$ cat src/rtl/thread_phase_pkg.sv
package thread_phase_pkg;
  typedef enum logic {
    PH_COMPUTE = 1'b0,
    PH_MEMORY  = 1'b1
  } phase_e;
endpackage

$ cat src/rtl/tpp_interval_ctr.sv
module tpp_interval_ctr #(
  parameter int ICNT_W = 12
) (
  input  logic              clk,
  input  logic              rst,
  input  logic              commit_i,
  input  logic              miss_i,
  input  logic [ICNT_W-1:0] thresh_i,
  output logic              long_o,
  output logic [ICNT_W-1:0] last_o
);
  localparam logic [ICNT_W-1:0] IMAX = '1;

  logic [ICNT_W-1:0] cnt_q;
  logic [ICNT_W-1:0] ival;

  // commit of this cycle is folded in before the comparison
  always_comb begin
    ival = cnt_q;
    if (commit_i && cnt_q != IMAX) ival = cnt_q + 1'b1;
  end

  assign long_o = ival > thresh_i;

  always_ff @(posedge clk) begin
    if (rst) begin
      cnt_q  <= '0;
      last_o <= '0;
    end else if (miss_i) begin
      cnt_q  <= '0;
      last_o <= ival;
    end else begin
      cnt_q  <= ival;
    end
  end

  // counting restarts after every miss
  p_restart_r2: assert property (@(posedge clk) disable iff (rst)
    miss_i |=> cnt_q == '0);

  // a full counter stays full without a miss
  p_no_wrap_r7: assert property (@(posedge clk) disable iff (rst)
    (!miss_i && cnt_q == IMAX) |=> cnt_q == IMAX);

  // reported interval changes only after a miss
  p_last_hold_r2: assert property (@(posedge clk) disable iff (rst)
    !miss_i |=> $stable(last_o));
endmodule

$ cat src/rtl/tpp_phase_track.sv
module tpp_phase_track
  import thread_phase_pkg::*;
#(
  parameter int DCNT_W = 6
) (
  input  logic              clk,
  input  logic              rst,
  input  logic              miss_i,
  input  logic              long_i,
  input  logic [DCNT_W-1:0] ceil_i,
  input  logic [DCNT_W-1:0] dflt_i,
  output logic              mem_o
);
  localparam logic [DCNT_W-1:0] DMAX = '1;
  localparam logic [DCNT_W-1:0] ONE  = DCNT_W'(1);

  phase_e            ph_q;
  logic [DCNT_W-1:0] dcnt_q;
  logic [DCNT_W-1:0] thr_q;
  logic [DCNT_W-1:0] runmax_q;
  logic [DCNT_W-1:0] dinc;
  logic [DCNT_W-1:0] run_new;
  logic [DCNT_W-1:0] ceil_eff;
  logic [DCNT_W-1:0] thr_new;
  logic              record;

  assign dinc     = (dcnt_q == DMAX) ? DMAX : dcnt_q + 1'b1;
  assign record   = miss_i && long_i && ph_q == PH_COMPUTE && dcnt_q != '0;
  assign run_new  = (dcnt_q > runmax_q) ? dcnt_q : runmax_q;
  assign ceil_eff = (ceil_i == '0) ? ONE : ceil_i;
  assign thr_new  = (run_new > ceil_eff) ? ceil_eff : run_new;
  assign mem_o    = (ph_q == PH_MEMORY);

  always_ff @(posedge clk) begin
    if (rst) begin
      ph_q     <= PH_COMPUTE;
      dcnt_q   <= '0;
      runmax_q <= '0;
      thr_q    <= dflt_i;
    end else if (miss_i) begin
      if (long_i) begin
        ph_q   <= PH_COMPUTE;
        dcnt_q <= '0;
        if (record) begin
          runmax_q <= run_new;
          thr_q    <= thr_new;
        end
      end else begin
        dcnt_q <= dinc;
        if (dinc > thr_q) ph_q <= PH_MEMORY;
      end
    end
  end

  // the phase moves only in the cycle after a miss
  p_phase_on_miss_r4: assert property (@(posedge clk) disable iff (rst)
    !$stable(ph_q) |-> $past(miss_i));

  // a long miss leaves the thread in compute with zero distance
  p_long_clears_r3: assert property (@(posedge clk) disable iff (rst)
    (miss_i && long_i) |=> (dcnt_q == '0 && ph_q == PH_COMPUTE));

  // close misses never bring a memory thread back
  p_mem_sticky_r5: assert property (@(posedge clk) disable iff (rst)
    (miss_i && !long_i && ph_q == PH_MEMORY) |=> ph_q == PH_MEMORY);

  // a learned threshold lies within [1, ceiling]
  p_thr_range_r6: assert property (@(posedge clk) disable iff (rst)
    record |=> (thr_q != '0 && thr_q <= $past(ceil_eff)));

  // distance counter saturates
  p_dist_sat_r7: assert property (@(posedge clk) disable iff (rst)
    (miss_i && !long_i && dcnt_q == DMAX) |=> dcnt_q == DMAX);
endmodule

$ cat src/rtl/thread_phase_predictor.sv
module thread_phase_predictor #(
  parameter int NTHREADS = 4,
  parameter int ICNT_W   = 12,
  parameter int DCNT_W   = 6
) (
  input  logic                       clk,
  input  logic                       rst,
  input  logic [NTHREADS-1:0]        commit_i,
  input  logic [NTHREADS-1:0]        miss_i,
  input  logic [ICNT_W-1:0]          intv_thresh_i,
  input  logic [DCNT_W-1:0]          dist_ceil_i,
  input  logic [DCNT_W-1:0]          dist_dflt_i,
  output logic [NTHREADS-1:0]        mem_phase_o,
  output logic [NTHREADS*ICNT_W-1:0] intv_last_o
);
  localparam int IW_ALL = NTHREADS * ICNT_W;

  logic [NTHREADS-1:0] long_w;
  logic [IW_ALL-1:0]   last_w;

  for (genvar t = 0; t < NTHREADS; t++) begin : g_thr
    tpp_interval_ctr #(.ICNT_W(ICNT_W)) u_ictr (
      .clk      (clk),
      .rst      (rst),
      .commit_i (commit_i[t]),
      .miss_i   (miss_i[t]),
      .thresh_i (intv_thresh_i),
      .long_o   (long_w[t]),
      .last_o   (last_w[t*ICNT_W +: ICNT_W])
    );

    tpp_phase_track #(.DCNT_W(DCNT_W)) u_ph (
      .clk    (clk),
      .rst    (rst),
      .miss_i (miss_i[t]),
      .long_i (long_w[t]),
      .ceil_i (dist_ceil_i),
      .dflt_i (dist_dflt_i),
      .mem_o  (mem_phase_o[t])
    );
  end

  assign intv_last_o = last_w;

  // a thread without a miss keeps its phase
  for (genvar t = 0; t < NTHREADS; t++) begin : g_chk
    p_indep_r9: assert property (@(posedge clk) disable iff (rst)
      !miss_i[t] |=> $stable(mem_phase_o[t]));
  end
endmodule

$ cat config.mk
export PLATFORM = sky130hd
export DESIGN_NAME = thread_phase_predictor
export DESIGN_NICKNAME = d
export VERILOG_FILES = /design/src/rtl/thread_phase_pkg.sv /design/src/rtl/tpp_interval_ctr.sv /design/src/rtl/tpp_phase_track.sv /design/src/rtl/thread_phase_predictor.sv
export SDC_FILE = /design/constraint.sdc
export NUM_CORES = 1
export LEC_CHECK = 0
export ABC_AREA = 0
export BUFFER_PORTS_ARGS = -buffer_cell sky130_fd_sc_hd__buf_4
export CORE_ASPECT_RATIO = 0.5
export CORE_MARGIN = 8
export CORE_UTILIZATION = 30
export CTS_BUF_LIST = sky130_fd_sc_hd__clkbuf_4 sky130_fd_sc_hd__clkbuf_8 sky130_fd_sc_hd__clkbuf_16
export CTS_CLUSTER_DIAMETER = 40
export DETAILED_ROUTE_END_ITERATION = 12
export PLACE_DENSITY = 0.5
export RECOVER_POWER = 25
export SYNTH_ARGS = -nofsm -noshare
export SYNTH_HDL_FRONTEND = slang
export SYNTH_SLANG_ARGS = --single-unit
$ cat constraint.sdc
create_clock -name clk -period 6.1 [get_ports clk]
set_clock_uncertainty 0.05 [all_clocks]
set_input_delay 1.22 -clock clk [delete_from_list [all_inputs] [get_ports clk]]
set_output_delay 1.22 -clock clk [all_outputs]
set_load 0.02 [all_outputs]
Yosys cells after proc, flatten, opt, wreduce, memory -nomap -nowiden
Cells that the tools add are included.
{ "totals": {"register_bits": 172, "inputBits": 34, "out_inout_bits": 52, "wordCells": 158} }
{ "classes": {"addsub": 8, "n_lt_le_gt_ge": 16, "n_eq_ne": 8, "mux": 45, "n_bitwise": 4, "n_reduce_logical": 53} }
{ "ops": {"columns": ["operator", "n"], "rows": [
  ["$mux 6", 33],
  ["$gt 6x6->1", 12],
  ["$add 12x1->12 const B", 4],
  ["$gt 12x12->1", 4],
  ["$mux 12", 4],
  ["$ne 12x12->1 const B", 4],
  ["$reduce_bool 2->1", 16],
  ["$add 6x1->6 const B", 4],
  ["$eq 6x6->1 const B", 4],
  ["$reduce_and 3->1", 8],
  ["$reduce_bool 6->1", 4],
  ["$logic_and 1x1->1", 16],
  ["$mux 1", 8],
  ["$reduce_and 2->1", 4],
  ["$reduce_or 2->1", 4],
  ["$logic_not 6->1", 1],
  ["$not 1->1", 4]
]} }

Logic depth before layout (Yosys ltp)
{ "logic_depth": {"word_depth": 11, "ltp_mapped": 15, "ltp_nobuf": 14} }

Hierarchy
From an unflattened synthesis, not the netlist that was laid out.
{ "unflattened": {"hier_cells": 1326, "hier_area_um2": 11363.4} }
{ "modules_own_cells": {"columns": ["module", "n_inst", "cells_per_inst", "area_per_inst_um2", "seq_area_each_um2"], "rows": [
  ["tpp_phase_track", 4, 175, 1511.4, 440.4],
  ["tpp_interval_ctr at g_thr[2].u_ictr ...", 2, 157, 1331.3, 480.5],
  ["tpp_interval_ctr at g_thr[0].u_ictr ...", 2, 156, 1327.5, 480.5]
]} }

Worst setup path after synthesis
No wires, ideal clock.
{ "synth_path": {"path_type": "input to register", "start": "input commit_i[0]", "end": "register g_thr[0].u_ph.thr_q[0] (enable)", "setup_ns": 0.316, "t_arrival_ns": 3.473, "t_required_ns": 5.734, "slack_ns": 2.261, "cell_stages": 12, "n_path_buf": 0, "path_cell_list": "nand4_1 > a311oi_2 > and2b_1 > nand3_1 > xor2_1 > inv_1 > ha_1 > nand4_1 > nor2_1 > o21ai_0 > a31oi_2 > a21o_1"} }
{ "synth_between": {"elab_chain_len": 8, "word_cells_on_any_way": 9, "cone_classes": "order compare: 1; mux: 1; reduce/logical: 7"} }
{ "synth_lines": {"columns": ["element", "line_no", "rtl"], "rows": [
  ["from (decl)", "thread_phase_predictor.sv:8", "input logic [NTHREADS-1:0] commit_i,"],
  ["$logic_and 1x1->1 (*)", "tpp_interval_ctr.sv:20", "if (commit_i && cnt_q != IMAX) ival = cnt_q + 1'b1;"],
  ["$mux 12 (*)", "tpp_interval_ctr.sv:20", null],
  ["named net g_thr[0].u_ictr.ival[11]", "tpp_interval_ctr.sv:15", "logic [ICNT_W-1:0] ival;"],
  ["$gt 12x12->1 (*)", "tpp_interval_ctr.sv:23", "assign long_o = ival > thresh_i;"],
  ["$logic_and 1x1->1 (3 in series)", "tpp_phase_track.sv:28", "assign record = miss_i && long_i && ph_q == PH_COMPUTE && dcnt_q != '0;"],
  ["$reduce_bool 2->1 (no source line)", null, null],
  ["$reduce_and 3->1 (no source line) (*)", null, null],
  ["to (signal assigned)", "tpp_phase_track.sv:39", "thr_q <= dflt_i;"],
  ["to (signal assigned)", "tpp_phase_track.sv:46", "thr_q <= thr_new;"],
  ["to (decl)", "tpp_phase_track.sv:19", "logic [DCNT_W-1:0] thr_q;"]
]} }
Mark *: on every way through the listed nets, which the timed path passes. The rest lies on a longest branch.
A chain may end at the register's enable or synchronous reset.

Worst setup path after layout
{ "layout_path": {"start": "register g_thr[3].u_ictr.cnt_q[0]", "end": "register g_thr[3].u_ph.thr_q[3] (enable)"} }
{ "layout_between": {"elab_chain_len": 9, "word_cells_on_any_way": 11, "cone_classes": "add/sub: 1; order compare: 1; eq/ne: 1; mux: 1; reduce/logical: 7"} }
{ "layout_lines": {"columns": ["element", "line_no", "rtl"], "rows": [
  ["from (decl)", "tpp_interval_ctr.sv:14", "logic [ICNT_W-1:0] cnt_q;"],
  ["from (signal assigned)", "tpp_interval_ctr.sv:33", "cnt_q <= ival;"],
  ["branches (longest 2 deep; another with $add 12x1->12)", null, null],
  ["$mux 12 (*)", "tpp_interval_ctr.sv:20", null],
  ["named net g_thr[3].u_ictr.ival[3]", "tpp_interval_ctr.sv:15", null],
  ["$gt 12x12->1 (*)", "tpp_interval_ctr.sv:23", null],
  ["$logic_and 1x1->1 (3 in series)", "tpp_phase_track.sv:28", null],
  ["$reduce_bool 2->1 (no source line)", null, null],
  ["$reduce_and 3->1 (no source line) (*)", null, null],
  ["to (signal assigned)", "tpp_phase_track.sv:39", null],
  ["to (signal assigned)", "tpp_phase_track.sv:46", null],
  ["to (decl)", "tpp_phase_track.sv:19", null]
]} }
Mark *: on every way through the listed nets, which the timed path passes.

==> flow_summary.json <==
{
  "cap_violations": 1,
  "ctsHtreeMaxLevel": 4,
  "drc": 0,
  "die_h_um": 150,
  "diodes": 0,
  "p_leak_nw": 5.68,
  "rsz0062_at_grt": "no",
  "cts.path.max_buffers": 2,
  "syn-cell-area_mm2": 0.0108,
  "synth_edf_count": 24,
  "ios": 86,
  "start_util_pct": 30.3,
  "setup_viol": 0,
  "synthArstFlopShare_pct": 0,
  "synth.net_count": 1357,
  "endpoint_kind": "flop",
  "port_buffers": 85,
  "cp_max_fo": 10,
  "ys_types": 66,
  "worst-path-buf-inv": 1,
  "fin_nets": 1421,
  "via_per_inst": 4.96,
  "critPathSlowestCell": "o31ai_1",
  "synth_cells": 1191,
  "routabilityCongestion": 0.817,
  "ys_warn_count": 0,
  "hold_ws_ns": 0.437,
  "cp_common_cell": "ha_1",
  "cp_num_cells": 13,
  "cts_resized": 0,
  "report.final.slew_viol_count": 47,
  "ys_ff_latch": 172,
  "clk_pin_slew_ns": 0.08,
  "post_cts.repair.setup_buffers": 0,
  "worstSkewPairLatency_ns": 0.46,
  "fin_util_pct": 34.7,
  "drive_above_1_share_pct": 13.4,
  "yosys.area.top_type": "dfxtp_1",
  "fill_cells": 3691,
  "worstPathArrival_ns": 4.37,
  "ant_nets": 0,
  "synthFlopType": "dfxtp_1",
  "hold_path_depth": 2,
  "grt_max_degree": 59,
  "hold_class": "reg -> reg",
  "criticalPathCategory": "reg -> reg",
  "overflow": 0,
  "cts.sinks": 172,
  "relSlewSlack_pct": -28.2,
  "required_ns": 6.18,
  "dp_hpwl_um": 22400,
  "fp.dieArea_mm2": 0.0427,
  "wl_per_cell_um": 16.4,
  "post-route-period-util_pct": 70.2,
  "synthTopCellsByArea": "dfxtp_1 (27%), ha_1 (15%), edfxtp_1 (6.7%), nor2_1 (4.4%), inv_1 (4.2%)",
  "vdd_drop_max_mv": 0.192,
  "dp.cells": 1720,
  "antenna_found_initial": 0,
  "dp_slack_ns": 1.68,
  "cts.root.buffer_cell": "clkbuf_16",
  "fin_cells": 1752,
  "rr_worst_depth": 13,
  "power_density_mw_per_mm2": 214,
  "cts_hold_buf": 0,
  "worstPathCellList": "ha_1, and3_1, nand3_4, o31ai_1, nor2_1, xnor2_1, inv_1, ha_1, nand3_1, o22ai_1, o21ai_0, a31oi_2, a21o_1",
  "rows": 49,
  "yosysSeqAreaShare_pct": 34.1,
  "cts_tree": "done",
  "grt_pass1_vias": 8625,
  "dr_total_vias": 8690,
  "crit_path_start_kind": "flop",
  "synth_top_area_share_pct": 27.4,
  "dr.pass1.iters": 5,
  "track_usage_pct": 13.5,
  "die_x_um": 284,
  "layout_min_cycle_time_ns": 4.28,
  "hold_viol": 0,
  "critical_path.top_delay_family": "compound AO/OA/AOI/OAI gates",
  "cts-buffers-inserted": 17,
  "grt_pass1_wl_um": 46600,
  "max_stage_delay_ns": 0.81,
  "coreArea_mm2": 0.0357,
  "area_delta_synth_final_pct": 14.7,
  "avgSynthCellArea_um2": 9.08,
  "violations": "max-capacitance violations, max-slew violations",
  "drt-initial-drc-count": 411,
  "fin_tns_setup_ns": 0,
  "wl_um": 28700,
  "outcome": "finished with violations",
  "setup_slack_ns": 1.82,
  "fmax_mhz": 233,
  "worstMarginPinSlew_ns": 1.92
}
flip-flops by register name (all words and copies together), names as in the netlist:
signal and cells:
g_thr.u_ph.mem_o 4, g_thr.u_ph.dcnt_q 24, g_thr.u_ictr.last_o 48, g_thr.u_ph.runmax_q 24
g_thr.u_ictr.cnt_q 48, g_thr.u_ph.thr_q 24
tightest hold or removal path, delay by kind of cell, from the launching register on:
family             cells  cell delay [ns]
AOI/OAI and AO/OA      1             0.05
DFF                    1             0.31
and+or+nand+nor        1             0.08
where the power goes:
group,switching (W),total [W],internal (W),leakage [nW]
clock,0.000529,0.00113,0.000599,0.300
sequential,0.0000223,0.00120,0.00118,1.45
combinational,0.000196,0.000323,0.000127,3.94
cell type report:
class | count | area, um^2 | area share (%)
flip-flops and latches | 172 | 3680 | 29.7
clock inverters | 14 | 166 | 1.34
well taps | 484 | 606 | 4.88
clock buffers | 18 | 439 | 3.54
inverters | 124 | 465 | 3.75
repair buffers | 87 | 627 | 5.05
multi-input cells | 853 | 6420 | 51.7
worst paths after layout:
kind	startpoint	end	slack, ns
setup / recovery	g_thr[3].u_ictr.cnt_q[0]	g_thr[3].u_ph.thr_q[3]	1.82
hold / removal	g_thr[2].u_ictr.last_o[1]	g_thr[2].u_ictr.last_o[1]	0.44
setup reg to reg	g_thr[3].u_ictr.cnt_q[0]	g_thr[3].u_ph.thr_q[3]	1.82
hold reg to reg	g_thr[2].u_ictr.last_o[1]	g_thr[2].u_ictr.last_o[1]	0.44
stage by stage:
step           power [W]  instance area [um^2]
2_1_floorplan    0.00145                 10800
3_3_place_gp     0.00155                 11900
3_5_place_dp     0.00156                 11900
4_1_cts          0.00270                 12500
5_1_grt          0.00278                 12400
6_report         0.00265                 12400
cells in the final DEF (no fill, tap or decap), types with 12 or more instances in the layout:
| cell | Yosys | layout |
|---|---|---|
| dfxtp_1 | 148 | 148 |
| ha_1 | 132 | 132 |
| nor2_1 | 128 | 128 |
| inv_1 | 122 | 122 |
| buf_4 | 4 | 80 |
| a21oi_1 | 55 | 55 |
| mux2i_1 | 45 | 45 |
| nand2_1 | 45 | 45 |
| a211oi_1 | 42 | 44 |
| nor3_1 | 43 | 43 |
| nand3_1 | 42 | 42 |
| o21ai_0 | 28 | 28 |
| edfxtp_1 | 24 | 24 |
| xnor2_1 | 23 | 23 |
| a22o_1 | 23 | 23 |
| nand4_1 | 21 | 21 |
| xor2_1 | 21 | 21 |
| a21o_1 | 17 | 17 |
| clkbuf_16 | 0 | 17 |
| nor2b_1 | 16 | 16 |
| and3_1 | 14 | 15 |
| nand2b_1 | 13 | 13 |
| mux2_4 | 12 | 12 |
cell usage after synthesis (8+ instances only):
| library cell | number |
|---|---|
| o21a_1 | 9 |
| nand3_1 | 42 |
| inv_1 | 122 |
| xor2_1 | 21 |
| and3_1 | 14 |
| mux2i_1 | 45 |
| and4_1 | 9 |
| xnor2_1 | 23 |
| nor2_1 | 128 |
| ha_1 | 132 |
| mux2_2 | 9 |
| o21ai_1 | 11 |
| dfxtp_1 | 148 |
| nor4_1 | 9 |
| nor2b_1 | 16 |
| mux2_4 | 12 |
| a22o_1 | 23 |
| a211oi_1 | 42 |
| clkbuf_1 | 29 |
| a31oi_1 | 8 |
| nand2_1 | 45 |
| o21ai_0 | 28 |
| edfxtp_1 | 24 |
| nor3_1 | 43 |
| a21o_1 | 17 |
| a21oi_1 | 55 |
| nand4_1 | 21 |
| nand2b_1 | 13 |
metal layers:
layer / share of wire (%) / wire length, um / vias up / GRT usage, %
li1: - / - / 4405 / -
met1: 49 / 14200 / 4149 / 17.8
met2: 46 / 13400 / 109 / 22.3
met3: 2.5 / 713 / 27 / 2.53
met4: 1.6 / 466 / 0 / 4.20
met5: 0 / 0 / - / 0
kinds of logic (layout without fill, tap and decap cells):
| family | after synthesis | count (layout) | synth area share, % |
|---|---|---|---|
| AO/OA/AOI/OAI | 243 | 243 | 17.0 |
| AND/OR/NAND/NOR | 368 | 368 | 17.1 |
| flip-flops | 172 | 172 | 34.1 |
| multiplexers | 66 | 66 | 6.77 |
| buffers and inverters | 166 | 243 | 6.25 |
| adder cells (fa/ha/maj) | 132 | 132 | 15.3 |
| XOR/XNOR | 44 | 44 | 3.56 |
Power figures use the tool's default switching activity.
